**src/rtl/bus_mon_pkg.sv**
```systemverilog
package bus_mon_pkg;
  typedef enum logic {
    PH_IDLE = 1'b0,
    PH_DATA = 1'b1
  } phase_e;

  localparam int ERR_N    = 3;
  localparam int ERR_TGT  = 0;
  localparam int ERR_INI  = 1;
  localparam int ERR_DROP = 2;

  typedef enum logic [1:0] {
    EC_NONE = 2'd0,
    EC_TGT  = 2'd1,
    EC_INI  = 2'd2,
    EC_DROP = 2'd3
  } err_code_e;
endpackage

```
**src/rtl/bm_phase.sv**
```systemverilog
module bm_phase
  import bus_mon_pkg::*;
#(
  parameter int ADDR_W = 32,
  parameter int CMD_W  = 4
) (
  input  logic              clk,
  input  logic              rst_n,
  input  logic              frame_n,
  input  logic              irdy_n,
  input  logic              trdy_n,
  input  logic              stop_n,
  input  logic [ADDR_W-1:0] ad,
  input  logic [CMD_W-1:0]  cbe_n,
  output logic              in_data,
  output logic              start,
  output logic              phase_done,
  output logic              txn_end,
  output logic              drop,
  output logic [ADDR_W-1:0] txn_addr,
  output logic [CMD_W-1:0]  txn_cmd
);
  phase_e st;
  logic   tgt_resp;

  assign tgt_resp   = ~trdy_n | ~stop_n;
  assign in_data    = (st == PH_DATA);
  assign start      = (st == PH_IDLE) & ~frame_n;
  assign phase_done = in_data & ~irdy_n & tgt_resp;
  assign txn_end    = phase_done & frame_n;
  assign drop       = in_data & frame_n & irdy_n;

  always_ff @(posedge clk or negedge rst_n) begin
    if (!rst_n) begin
      st       <= PH_IDLE;
      txn_addr <= '0;
      txn_cmd  <= '0;
    end else if (start) begin
      st       <= PH_DATA;
      txn_addr <= ad;
      txn_cmd  <= cbe_n;
    end else if (txn_end | drop) begin
      st <= PH_IDLE;
    end
  end
endmodule

```
**src/rtl/bm_window.sv**
```systemverilog
module bm_window #(
  parameter int LIMIT = 16
) (
  input  logic clk,
  input  logic rst_n,
  input  logic restart,
  input  logic active,
  input  logic hit,
  output logic expire
);
  localparam int CW = $clog2(LIMIT + 1);

  logic [CW-1:0] cnt;
  logic          met;

  assign expire = active & ~met & ~hit & (cnt == CW'(LIMIT - 1));

  always_ff @(posedge clk or negedge rst_n) begin
    if (!rst_n) begin
      cnt <= '0;
      met <= 1'b0;
    end else if (restart) begin
      cnt <= '0;
      met <= 1'b0;
    end else if (active & ~met) begin
      if (hit | expire) met <= 1'b1;
      else              cnt <= cnt + 1'b1;
    end
  end
endmodule

```
**src/rtl/bm_report.sv**
```systemverilog
module bm_report
  import bus_mon_pkg::*;
#(
  parameter int ADDR_W = 32,
  parameter int CMD_W  = 4,
  parameter int CNT_W  = 16
) (
  input  logic              clk,
  input  logic              rst_n,
  input  logic              clear_i,
  input  logic              start,
  input  logic              txn_end,
  input  logic              tgt_to,
  input  logic              ini_to,
  input  logic              drop,
  input  logic [ADDR_W-1:0] txn_addr,
  input  logic [CMD_W-1:0]  txn_cmd,
  output logic [ERR_N-1:0]  err_flags,
  output logic [1:0]        err_code,
  output logic [ADDR_W-1:0] err_addr,
  output logic [CMD_W-1:0]  err_cmd,
  output logic [CNT_W-1:0]  done_count
);
  logic [ERR_N-1:0] new_err, base;
  logic             any_new, txn_bad;
  err_code_e        code_n;

  always_comb begin
    new_err           = '0;
    new_err[ERR_TGT]  = tgt_to;
    new_err[ERR_INI]  = ini_to;
    new_err[ERR_DROP] = drop;
  end

  assign any_new = |new_err;
  assign base    = clear_i ? '0 : err_flags;

  always_comb begin
    if (tgt_to)      code_n = EC_TGT;
    else if (ini_to) code_n = EC_INI;
    else if (drop)   code_n = EC_DROP;
    else             code_n = EC_NONE;
  end

  always_ff @(posedge clk or negedge rst_n) begin
    if (!rst_n) begin
      err_flags <= '0;
      err_code  <= 2'd0;
      err_addr  <= '0;
      err_cmd   <= '0;
    end else begin
      err_flags <= base | new_err;
      if (any_new && base == '0) begin
        err_code <= code_n;
        err_addr <= txn_addr;
        err_cmd  <= txn_cmd;
      end else if (clear_i) begin
        err_code <= 2'd0;
        err_addr <= '0;
        err_cmd  <= '0;
      end
    end
  end

  always_ff @(posedge clk or negedge rst_n) begin
    if (!rst_n) begin
      txn_bad    <= 1'b0;
      done_count <= '0;
    end else begin
      if (start)        txn_bad <= 1'b0;
      else if (any_new) txn_bad <= 1'b1;
      if ((txn_end | drop) && !txn_bad && !any_new)
        done_count <= done_count + 1'b1;
    end
  end
endmodule

```
**src/rtl/bus_mon.sv**
```systemverilog
module bus_mon
  import bus_mon_pkg::*;
#(
  parameter int ADDR_W    = 32,
  parameter int CMD_W     = 4,
  parameter int CNT_W     = 16,
  parameter int TGT_LIMIT = 16,
  parameter int INI_LIMIT = 8
) (
  input  logic              clk,
  input  logic              rst_n,
  input  logic              frame_n,
  input  logic              irdy_n,
  input  logic              trdy_n,
  input  logic              stop_n,
  input  logic              gnt_n,
  input  logic [ADDR_W-1:0] ad,
  input  logic [CMD_W-1:0]  cbe_n,
  input  logic              clear_i,
  output logic [2:0]        err_flags,
  output logic [1:0]        err_code,
  output logic [ADDR_W-1:0] err_addr,
  output logic [CMD_W-1:0]  err_cmd,
  output logic [CNT_W-1:0]  done_count
);
  logic              in_data, start, phase_done, txn_end, drop_err;
  logic              tgt_to, ini_to;
  logic [ADDR_W-1:0] txn_addr;
  logic [CMD_W-1:0]  txn_cmd;

  bm_phase #(.ADDR_W(ADDR_W), .CMD_W(CMD_W)) u_phase (
    .clk(clk), .rst_n(rst_n), .frame_n(frame_n), .irdy_n(irdy_n),
    .trdy_n(trdy_n), .stop_n(stop_n), .ad(ad), .cbe_n(cbe_n),
    .in_data(in_data), .start(start), .phase_done(phase_done),
    .txn_end(txn_end), .drop(drop_err), .txn_addr(txn_addr), .txn_cmd(txn_cmd)
  );

  // target window: opened by the start, closed by the first target answer
  bm_window #(.LIMIT(TGT_LIMIT)) u_tgt_win (
    .clk(clk), .rst_n(rst_n), .restart(start), .active(in_data),
    .hit(~trdy_n | ~stop_n), .expire(tgt_to)
  );

  // initiator window: reopened after every completed phase
  bm_window #(.LIMIT(INI_LIMIT)) u_ini_win (
    .clk(clk), .rst_n(rst_n), .restart(start | phase_done), .active(in_data),
    .hit(~irdy_n), .expire(ini_to)
  );

  bm_report #(.ADDR_W(ADDR_W), .CMD_W(CMD_W), .CNT_W(CNT_W)) u_report (
    .clk(clk), .rst_n(rst_n), .clear_i(clear_i), .start(start),
    .txn_end(txn_end), .tgt_to(tgt_to), .ini_to(ini_to), .drop(drop_err),
    .txn_addr(txn_addr), .txn_cmd(txn_cmd), .err_flags(err_flags),
    .err_code(err_code), .err_addr(err_addr), .err_cmd(err_cmd),
    .done_count(done_count)
  );
endmodule

```
**config.mk**
```make
export PLATFORM = sky130hd
export DESIGN_NAME = bus_mon
export DESIGN_NICKNAME = d
export VERILOG_FILES = /design/src/rtl/bus_mon_pkg.sv /design/src/rtl/bm_phase.sv /design/src/rtl/bm_window.sv /design/src/rtl/bm_report.sv /design/src/rtl/bus_mon.sv
export SDC_FILE = /design/constraint.sdc
export NUM_CORES = 1
export LEC_CHECK = 0
export BUFFER_PORTS_ARGS = -buffer_cell sky130_fd_sc_hd__buf_4
export CORE_MARGIN = 5
export CORE_UTILIZATION = 40
export CTS_CLUSTER_SIZE = 8
export DETAILED_ROUTE_END_ITERATION = 10
export MAX_ROUTING_LAYER = met4
export PLACE_DENSITY = 0.65
export SLEW_MARGIN = 20
export SYNTH_ARGS = -nofsm -noshare
export SYNTH_HDL_FRONTEND = slang
export SYNTH_HIERARCHICAL = 1
export SYNTH_SLANG_ARGS = --single-unit
```
**constraint.sdc**
```tcl
create_clock -name clk -period 2.5 [get_ports clk]
set_input_delay 0.5 -clock clk [delete_from_list [all_inputs] [get_ports clk]]
set_output_delay 0.5 -clock clk [all_outputs]
set_load 0.03 [all_outputs]
```
==> results of run 1 <==
[power by group through the flow]
| stage | combinational (mW) | sequential, mW | clock (mW) |
|---|---|---|---|
| 6_report | 0.774 | 2.03 | 1.33 |
| 4_1_cts | 0.789 | 2.03 | 1.37 |
| 3_5_place_dp | 0.786 | 2.06 | 0 |
| 2_1_floorplan | 0.328 | 2.19 | 0 |
| 5_1_grt | 0.834 | 2.05 | 1.45 |
| 3_3_place_gp | 0.768 | 2.05 | 0 |
[worst max-delay path, delay by kind of cell (launching register included)]
kind | cells | cell delay [ns]
flip-flops | 1 | 0.40
adder cells (fa/ha/maj) | 2 | 0.47
multiplexers | 1 | 0.35
AND/OR/NAND/NOR | 2 | 0.38
AO/OA/AOI/OAI | 1 | 0.23
buffers and inverters | 2 | 0.41
[flip-flops by register name, summed over array words and instances, names as in the netlist, 2 cells and up]
| register | count |
|---|---|
| u_ini_win/cnt | 4 |
| u_phase/txn_addr | 32 |
| u_phase/txn_cmd | 4 |
| u_report/done_count | 16 |
| u_report/err_addr | 32 |
| u_report/err_cmd | 4 |
| u_report/err_code | 2 |
| u_report/err_flags | 3 |
| u_tgt_win/cnt | 5 |
[final cells by class]
class | count | area, sq um | area share
Timing Repair Buffer | 109 | 856 | 0.144
Tap cell | 143 | 179 | 0.0300
Inverter | 6 | 22.5 | 0.00378
Clock buffer | 15 | 268 | 0.0449
Sequential cell | 106 | 2650 | 0.445
Clock inverter | 1 | 8.76 | 0.00147
Multi-Input combinational cell | 219 | 1970 | 0.331
[placed cells by master (no fill, tap or decap), types with 6 or more instances in the layout]
cell type / Yosys / layout
nor2b_1: 39 / 39
nor2_1: 17 / 17
clkbuf_16: 0 / 9
nand2_1: 9 / 9
inv_1: 6 / 6
a21oi_1: 6 / 6
xnor2_1: 10 / 10
mux2_4: 29 / 29
mux2_2: 11 / 11
mux2_1: 35 / 35
buf_4: 0 / 106
dfrtp_1: 106 / 106
xor2_1: 6 / 6
[synth_stat cells, drive strengths merged (4+ instances only)]
master and number:
buf 6, a21oi 6, nand4 4, xnor2 10
o21ai 4, nor2 18, nand3 5, and3 5
nand2 9, ha 4, mux2 75, clkbuf 4
nor2b 39, dfrtp 106, inv 6, xor2 6
[stage by stage]
| step | hold WS [ns] | std cells | total power, mW | setup WS, ns |
|---|---|---|---|---|
| 6_report | 0.223 | 599 | 4.13 | 0.118 |
| 3_3_place_gp | 0.458 | 583 | 2.82 | 0.131 |
| 2_1_floorplan | 0.204 | 341 | 2.52 | 0.0918 |
| 3_5_place_dp | 0.471 | 583 | 2.85 | 0.0802 |
| 4_1_cts | 0.245 | 599 | 4.19 | 0.0767 |
| 5_1_grt | 0.263 | 599 | 4.34 | 0.0227 |
[routing by layer]
layer | global-route usage | vias to the layer above | wire (um)
met2 | 0.222 | 66 | 4660
met4 | 0.0452 | 0 | 57
li1 | - | 1390 | -
met3 | 0.0368 | 6 | 409
met1 | 0.191 | 1447 | 4380
met5 | - | - | 0
[path summary, 6_finish.rpt]
check                      slack [ns]  cells after the start                           endpoint
setup / recovery                 0.12                      8  u_report/err_addr[19]$_DFFE_PN0P_
hold / removal                   0.22                      2    u_phase/txn_addr[5]$_DFFE_PN0P_
min in group clk                 0.38                      2   u_phase/txn_addr[18]$_DFFE_PN0P_
max in group asynchronous        1.85                      2  u_report/err_addr[18]$_DFFE_PN0P_
hold reg to reg                  0.48                      1   u_phase/txn_addr[18]$_DFFE_PN0P_
setup reg to reg                 0.12                      8  u_report/err_addr[19]$_DFFE_PN0P_
[repair_timing]
item	in CTS	in global routing
endpoints found under the hold margin	0	0
gates resized for setup	0	1
setup endpoints to repair	0	4
hold buffers	0	0
[cell families (layout without fill, tap and decap cells)]
logic type	count (synthesis)	after routing	synth area share
fa+ha+maj	4	4	0.0107
simple gates	101	101	0.135
mux	77	77	0.207
buf+inv	16	131	0.0184
compound gates	21	21	0.0344
flops	106	106	0.565
xor+xnor	16	16	0.0298
==> results.json, run 1 <==
{
  "run_status": "complete, no violations",
  "cts.reportedPaths.clkPinSlew_ns": 0.07,
  "hold_viol": 0,
  "placement.cell_area_sq_mm": 0.00567,
  "post_drt_wl_per_cell_um": 15.9,
  "globalRoute.totalOverflow": 0,
  "tritoncts_clock_tree": "built",
  "vias": 2909,
  "cts-htree-levels": 3,
  "detailedRoute.firstIterationViolations": 147,
  "critPathSlowestCell": "dfrtp_1",
  "place.gp.congestion": 0.751,
  "max_clk_rate_mhz": 420,
  "synth_top_area_cell": "dfrtp_1",
  "drc": 0,
  "antenna_cells": 0,
  "timing.critical_path.from": "u_tgt_win/cnt[0]$_DFFE_PN0P_",
  "final.fill_count": 1006,
  "route.antenna.remaining_nets": 0,
  "fp.dieW_um": 118,
  "tightestPinTransition_ns": 0.562,
  "cts.root.buffer_cell": "clkbuf_16",
  "initial_core_util": 0.410,
  "place.port_buffers": 99,
  "grt_pass1_wl_mm": 16.1,
  "worst-endpoint-required_ns": 2.72,
  "wl_mm": 9.50,
  "detailedRoute.firstPassIterationCount": 4,
  "chipHeight_um": 118,
  "path_class": "reg2reg",
  "synth.cell_area_sq_mm": 0.00470,
  "worst_path_largest_cell_delay_ns": 0.40,
  "p_switching_mw": 1.11,
  "synth_enable_flop_cells": 0,
  "grtUsageTotal": 0.145,
  "synthCells": 341,
  "number_of_different_library_cells_in_the_post_synthesis_netlist": 45,
  "slew_headroom": 0.625,
  "drive_gt1_frac": 0.373,
  "fp.coreArea_sq_mm": 0.0115,
  "clk-insertion-delay-late_ns": 0.34,
  "dieArea_sq_mm": 0.0140,
  "sequential_cell_area_fraction_in_the_yosys_report": 0.565,
  "yosysWarningCount": 6,
  "pwr_density_cell_mw_per_mm2": 693,
  "grt_antenna_before_repair": 0,
  "min_path_type": "in2async",
  "rsz0062_at_grt": "no",
  "cellLeakagePower_nw": 2.98,
  "skew_ns": 0.00717,
  "synth_area_leaders": "dfrtp_1 (56%), mux2_4 (9.3%), mux2_1 (8.4%)",
  "main_flop_type_after_synthesis": "dfrtp_1",
  "cp-start-kind": "flop",
  "synth.ff_latch_count": 106,
  "design.portCount": 101,
  "fin_area_sq_mm": 0.00596,
  "cts_setup_buffers": 0,
  "vdd.ir_drop.worst_v": 0.000476,
  "viasPerCell": 4.86,
  "timing.final.crit_share": 0.953,
  "critical_path_peak_fanout": 26,
  "pwr-share-clk": 0.322,
  "worstPathArrival_ns": 2.60,
  "slew_viol_final": 0,
  "launch_instance_of_the_worst_register_to_register_path": "u_tgt_win/cnt[0]$_DFFE_PN0P_",
  "cts_num_sinks": 106,
  "synth_top_cell_area_share": 0.565,
  "cap_violations": 0,
  "share_seq_of_total_power": 0.491,
  "worst_path_most_repeated_cell": "ha_1",
  "switching_share": 0.269,
  "comb_power_share": 0.187,
  "net_count_synth": 389,
  "timing.setup.tns_ns": 0,
  "postLayoutCoreUtil": 0.520,
  "crit_path_capture_type": "flop",
  "fp-row-count": 39,
  "internal_power_mw": 3.02,
  "path_cells": "ha_1, and3_1, ha_1, nor4bb_4, buf_4, o31ai_4, buf_12, mux2_1",
  "first_global_vias": 3142,
  "finalSetupViolCount": 0,
  "area_growth_pct": 26.9,
  "asyncSetResetFlopFracSynth": 1.00,
  "cts.path.max_buffers": 2,
  "fin_crit_ns": 2.38,
  "dp.final_hpwl_mm": 6.40,
  "post_synthesis_average_cell_area_sq_um": 13.8,
  "grt_start_max_net_pins": 107,
  "final_nets": 499,
  "cts_inserted_buffers": 9
}
Power figures use the tool's default switching activity.
==> run 2, diff against run 1 <==
--- a/config.mk
+++ b/config.mk
@@ -11,7 +11,8 @@
 export CTS_CLUSTER_SIZE = 8
 export DETAILED_ROUTE_END_ITERATION = 10
 export MAX_ROUTING_LAYER = met4
-export PLACE_DENSITY = 0.65
+export PLACE_DENSITY_LB_ADDON = 0.12
+export SETUP_SLACK_MARGIN = 0.4
 export SLEW_MARGIN = 20
 export SYNTH_ARGS = -nofsm -noshare
 export SYNTH_HDL_FRONTEND = slang
==> run 2 against run 1 <==
Effect of this change:
- clock power up 22%
- register-to-register slack better by 0.17 ns
- global-route usage increased by 0.84 points
- sequential power about the same
- setup slack better by 0.17 ns
- final cell count rose by 2.0%
- clock-buffer cell count decreased by 5
- cell area is 5.5% higher
- critical path type unchanged
- critical endpoint is now u_report/err_addr[9]$_DFFE_PN0P_
- largest cell class unchanged
==> results.json, run 2 (same netlist as run 1, synthesis figures left out) <==
{
  "run_status": "complete, no violations",
  "critical_path_peak_fanout": 16,
  "placement.cell_area_sq_mm": 0.00575,
  "detailedRoute.firstPassIterationCount": 4,
  "fin_area_sq_mm": 0.00629,
  "slew_headroom": 0.530,
  "dp.final_hpwl_mm": 6.60,
  "timing.final.crit_share": 0.885,
  "min_path_type": "in2async",
  "cp-start-kind": "flop",
  "grt_antenna_before_repair": 0,
  "tritoncts_clock_tree": "built",
  "fp.coreArea_sq_mm": 0.0115,
  "post_drt_wl_per_cell_um": 16.4,
  "cts.reportedPaths.clkPinSlew_ns": 0.07,
  "final.fill_count": 992,
  "viasPerCell": 4.93,
  "route.antenna.remaining_nets": 0,
  "fp.dieW_um": 118,
  "detailedRoute.firstIterationViolations": 151,
  "fin_crit_ns": 2.21,
  "rsz0062_at_grt": "yes",
  "final_nets": 511,
  "cts_inserted_buffers": 9,
  "worst-endpoint-required_ns": 2.73,
  "crit_path_capture_type": "flop",
  "postLayoutCoreUtil": 0.548,
  "wl_mm": 10.0,
  "cts.path.max_buffers": 2,
  "worstPathArrival_ns": 2.44,
  "fp-row-count": 39,
  "grt_start_max_net_pins": 54,
  "timing.critical_path.from": "u_tgt_win/cnt[0]$_DFFE_PN0P_",
  "layout.cells.most_common": "buf_4",
  "drc": 0,
  "globalRoute.totalOverflow": 0,
  "cap_violations": 0,
  "finalSetupViolCount": 0,
  "pre_cts_slack_ns": 0.199,
  "max_clk_rate_mhz": 452,
  "cts-htree-levels": 3,
  "skew_ns": 0.00710,
  "tightestPinTransition_ns": 0.706,
  "cts.root.buffer_cell": "clkbuf_16",
  "dieArea_sq_mm": 0.0140,
  "timing.setup.tns_ns": 0,
  "path_class": "reg2reg",
  "fin_ws_ns": 0.288,
  "grtUsageTotal": 0.154,
  "clk-insertion-delay-late_ns": 0.35,
  "r2r_cells": 9,
  "antenna_cells": 0,
  "area_growth_pct": 33.9,
  "grt_pass1_wl_mm": 16.7,
  "place.gp.congestion": 0.735,
  "cts_num_sinks": 106,
  "first_global_vias": 3205,
  "cellLeakagePower_nw": 3.16,
  "initial_core_util": 0.410,
  "slew_viol_final": 0,
  "vdd.ir_drop.worst_v": 0.000710,
  "design.portCount": 101,
  "biggest_registers_after_layout": "u_phase/txn_addr: 32 flops, u_report/err_addr: 32 flops, u_report/done_count: 16 flops",
  "vias": 3011,
  "launch_instance_of_the_worst_register_to_register_path": "u_tgt_win/cnt[0]$_DFFE_PN0P_",
  "place.port_buffers": 99,
  "pwr_density_cell_mw_per_mm2": 713,
  "hold_viol": 0,
  "drive_gt1_frac": 0.444,
  "chipHeight_um": 118,
  "cts-hold-fix-buffers": 0,
  "layout.cells.most_common_list": "buf_4 (111), dfrtp_1 (106), mux2_4 (45)"
}
-- run 2: cell count changes in the layout (fill, tap and decap cells not counted), sizes merged --
cell,previous run,this run
clkbuf,15,11
bufinv,0,3
clkinvlp,0,2
buf,109,120
-- run 2: cell type report --
| type | instances | area, sq um | area share |
|---|---|---|---|
| inverters | 6 | 22.5 | 0.00358 |
| multi-input cells | 219 | 2060 | 0.328 |
| clock inverters | 6 | 114 | 0.0181 |
| flip-flops and latches | 106 | 2650 | 0.422 |
| clock buffers | 10 | 239 | 0.0380 |
| repair buffers | 121 | 1020 | 0.162 |
| well taps | 143 | 179 | 0.0285 |
-- run 2: per-layer routing --
layer | vias up | part of all wire | GRT usage
li1 | 1419 | - | -
met1 | 1530 | 0.46 | 0.200
met2 | 56 | 0.48 | 0.230
met3 | 6 | 0.050 | 0.0521
met4 | 0 | 0.0072 | 0.0430
met5 | - | 0 | -
-- run 2: worst paths after layout --
path	to	slack, ns
min in group clk	u_phase/txn_addr[19]$_DFFE_PN0P_	0.37
worst min-delay path	u_phase/txn_addr[27]$_DFFE_PN0P_	0.19
worst max-delay path	u_report/err_addr[9]$_DFFE_PN0P_	0.29
max in group asynchronous	u_report/err_flags[1]$_DFF_PN0_	1.69
worst max register to register	u_report/err_addr[9]$_DFFE_PN0P_	0.29
worst min register to register	u_report/done_count[15]$_DFFE_PN0P_	0.48
-- run 2: critical path, cell delays in order, from the launching register on --
cell	delay (ns)
dfrtp_1	0.39
ha_2	0.19
and3_4	0.15
ha_4	0.17
nor4bb_4	0.16
buf_4	0.16
o31ai_4	0.21
buf_6	0.16
buf_12	0.16
mux2_2	0.34
-- run 2: power by group --
group	leakage [nW]	total, mW	internal, mW	switching, mW
clock	0.165	1.62	1.01	0.616
sequential	1.36	2.03	1.90	0.126
combinational	1.63	0.829	0.427	0.403
-- run 2: what timing repair did --
item / in CTS / in global routing
gates cloned: 1 / 1
setup endpoints to repair: 39 / 43
gates resized for setup: 6 / 17
pin swaps: 0 / 4
setup buffers: 6 / 1
-- run 2: through the flow --
stage / total power, mW / hold slack, ns / instances
floorplan: 2.52 / 0.204 / 341
global placement: 2.84 / 0.457 / 586
detailed placement: 2.85 / 0.470 / 586
CTS: 4.53 / 0.213 / 609
global route: 4.70 / 0.232 / 611
finish: 4.48 / 0.193 / 611
==> run 3, diff against run 2 <==
--- a/config.mk
+++ b/config.mk
@@ -16,5 +16,4 @@
 export SLEW_MARGIN = 20
 export SYNTH_ARGS = -nofsm -noshare
 export SYNTH_HDL_FRONTEND = slang
-export SYNTH_HIERARCHICAL = 1
 export SYNTH_SLANG_ARGS = --single-unit
==> constraint.sdc (replaced) <==
create_clock -name clk -period 2.8 [get_ports clk]
set_input_delay 0.56 -clock clk [delete_from_list [all_inputs] [get_ports clk]]
set_output_delay 0.56 -clock clk [all_outputs]
set_load 0.03 [all_outputs]
==> run 3 against run 2 <==
Effect of this change:
- clock skew is 0.013 ns higher
- hold slack better by 0.048 ns
- total power is 25% lower
- first-iteration DRC count down 8.6%
- critical path depth fell by 1
- register-to-register slack gained 0.31 ns
- flip-flop and latch count stayed put
- combinational power shrank 26%
- largest power group unchanged
==> results.json, run 3 <==
{
  "detailedRoute.firstPassIterationCount": 4,
  "path_class": "reg2reg",
  "slew_headroom": 0.527,
  "postCtsResizedCells": 0,
  "max_clk_rate_mhz": 453,
  "chipHeight_um": 114,
  "met2_usage": 0.225,
  "main_flop_type_after_synthesis": "dfrtp_1",
  "cts_inserted_buffers": 9,
  "drive_gt1_frac": 0.339,
  "synth_most_common_cell": "dfrtp_1",
  "final_nets": 525,
  "wl_mm": 9.04,
  "worstPathArrival_ns": 2.47,
  "rsz0062_at_grt": "yes",
  "grt_pass1_wl_mm": 15.2,
  "finalSetupViolCount": 0,
  "timing.final.crit_share": 0.788,
  "asyncSetResetFlopFracSynth": 1.00,
  "r2r_cells": 8,
  "fraction_of_synthesized_area_in_multiplexers": 0.0981,
  "min_path_type": "in2async",
  "timing.setup.tns_ns": 0,
  "post_synthesis_average_cell_area_sq_um": 11.5,
  "cts-hold-fix-buffers": 0,
  "design.portCount": 101,
  "place.gp.congestion": 0.765,
  "synth.ff_latch_count": 106,
  "skew_ns": 0.0197,
  "cts.root.buffer_cell": "clkbuf_8",
  "fin_crit_ns": 2.21,
  "cts_num_sinks": 106,
  "fp.coreArea_sq_mm": 0.0107,
  "synth-adder-area-share": 0.0115,
  "cts-htree-levels": 3,
  "worst-endpoint-required_ns": 3.06,
  "synth_simple_gate_area_frac": 0.132,
  "synth_top_family_by_area": "simple AND/OR/NAND/NOR gates",
  "gr-max-usage-layer": "met2",
  "first_global_vias": 2978,
  "yosysWarningCount": 0,
  "grt_start_max_net_pins": 55,
  "design_power_total_mw": 3.37,
  "grtUsageTotal": 0.150,
  "route.antenna.remaining_nets": 0,
  "critical_path_peak_fanout": 40,
  "dieArea_sq_mm": 0.0131,
  "met1_usage": 0.210,
  "post_drt_wl_per_cell_um": 14.6,
  "vias": 2994,
  "dp.final_hpwl_mm": 6.27,
  "net_count_synth": 427,
  "pwr_density_cell_mw_per_mm2": 621,
  "synthTopCellsByCount": "dfrtp_1 (106), nand2_1 (85), mux2_2 (37), o21ai_0 (30), nor2_1 (15)",
  "layout.cells.most_common": "dfrtp_1",
  "area_growth_pct": 24.7,
  "fp.dieW_um": 114,
  "synth_top_area_cell": "dfrtp_1",
  "fin_ws_ns": 0.594,
  "synth_top_cell_area_share": 0.610,
  "synth-xor-area-share": 0.0403,
  "synth_enable_flop_cells": 0,
  "cts.reportedPaths.clkPinSlew_ns": 0.11,
  "synthCells": 379,
  "number_of_different_library_cells_in_the_post_synthesis_netlist": 38,
  "vdd.ir_drop.worst_v": 0.000228,
  "drc": 0,
  "sequential_cell_area_fraction_in_the_yosys_report": 0.610,
  "pre_cts_slack_ns": 0.492,
  "cts.path.max_buffers": 2,
  "hold_viol": 0,
  "grt_antenna_before_repair": 0,
  "cap_violations": 0,
  "layout.cells.most_common_list": "dfrtp_1 (106), buf_4 (102), nand2_1 (85)",
  "cp-start-kind": "flop",
  "globalRoute.totalOverflow": 0,
  "area_fraction_in_compound_gates_after_synthesis": 0.0717,
  "crit_path_capture_type": "flop",
  "place.port_buffers": 99,
  "tritoncts_clock_tree": "built",
  "run_status": "complete, no violations",
  "clk-insertion-delay-late_ns": 0.36,
  "initial_core_util": 0.405,
  "viasPerCell": 4.82,
  "globalRouteMet3Util": 0.0275,
  "cts_setup_buffers": 0,
  "synth.cell_area_sq_mm": 0.00435,
  "antenna_cells": 0,
  "slew_viol_final": 0,
  "cellLeakagePower_nw": 2.54,
  "detailedRoute.firstIterationViolations": 138,
  "biggest_registers_after_layout": "u_phase.txn_addr: 32 flops, u_report.err_addr: 32 flops, u_report.done_count: 16 flops",
  "synth_area_leaders": "dfrtp_1 (61%), mux2_2 (9.6%), nand2_1 (7.3%)",
  "fp-row-count": 38,
  "tightestPinTransition_ns": 0.709
}
==> run 3: cell types whose count changed after synthesis, moves of 11 or more <==
cell	change
mux2_1	-35
mux2_2	+26
mux2_4	-29
nand2_1	+76
nor2b_1	-39
o21ai_0	+26
o21ai_1	+11
==> run 3: metal layers <==
metal / share of wire / vias to the layer above
li1: - / 1470
met3: 0.049 / 8
met2: 0.47 / 67
met1: 0.47 / 1449
met4: 0.0098 / 0
met5: 0 / -
==> run 3: stage by stage <==
step | area (sq um) | hold slack, ns | util | cells
CTS | 5410 | 0.259 | 0.504 | 621
global placement | 5220 | 0.452 | 0.486 | 606
detailed placement | 5220 | 0.465 | 0.486 | 606
global route | 5420 | 0.291 | 0.505 | 621
floorplan | 4350 | 0.264 | - | 379
finish | 5420 | 0.241 | 0.505 | 621
==> run 3: final cells by class <==
class / count / area, sq um
Fill cell: 997 / 5320
Timing Repair Buffer: 106 / 832
Clock inverter: 5 / 62.6
Inverter: 7 / 26.3
Sequential cell: 106 / 2650
Multi-Input combinational cell: 247 / 1550
Tap cell: 140 / 175
Clock buffer: 10 / 128
==> run 3: kinds of logic after synthesis <==
| group | count (synthesis) |
|---|---|
| xor gates and xnor gates | 20 |
| DFF | 106 |
| and+or+nand+nor | 130 |
| AOI/OAI and AO/OA | 55 |
| muxes | 38 |
| adders and majority gates | 4 |
| buffers and inverters | 26 |
==> run 3: final timing paths <==
check | startpoint | end | slack [ns]
min | rst_n | u_report.err_addr[14]$_DFFE_PN0P_ | 0.24
min reg2reg | u_report.done_count[15]$_DFFE_PN0P_ | u_report.done_count[15]$_DFFE_PN0P_ | 0.48
max | u_tgt_win.cnt[0]$_DFFE_PN0P_ | u_report.err_code[0]$_DFFE_PN0P_ | 0.59
max in group asynchronous | rst_n | u_phase.txn_addr[6]$_DFFE_PN0N_ | 1.86
max reg2reg | u_tgt_win.cnt[0]$_DFFE_PN0P_ | u_report.err_code[0]$_DFFE_PN0P_ | 0.59
min in group clk | trdy_n | u_tgt_win.met$_DFFE_PN0P_ | 0.42
==> run 3: critical path, stage by stage (launching register included) <==
cell,delay (ns)
dfrtp_1,0.39
ha_1,0.17
and3_1,0.17
ha_1,0.18
or3b_1,0.52
a21oi_4,0.22
buf_8,0.25
a21oi_1,0.06
a31oi_1,0.16
==> run 3: power breakdown <==
group	internal [mW]	switching, mW	total (mW)
Combinational	0.277	0.340	0.616
Clock	0.416	0.514	0.931
Sequential	1.70	0.121	1.82
Total	2.39	0.975	3.37
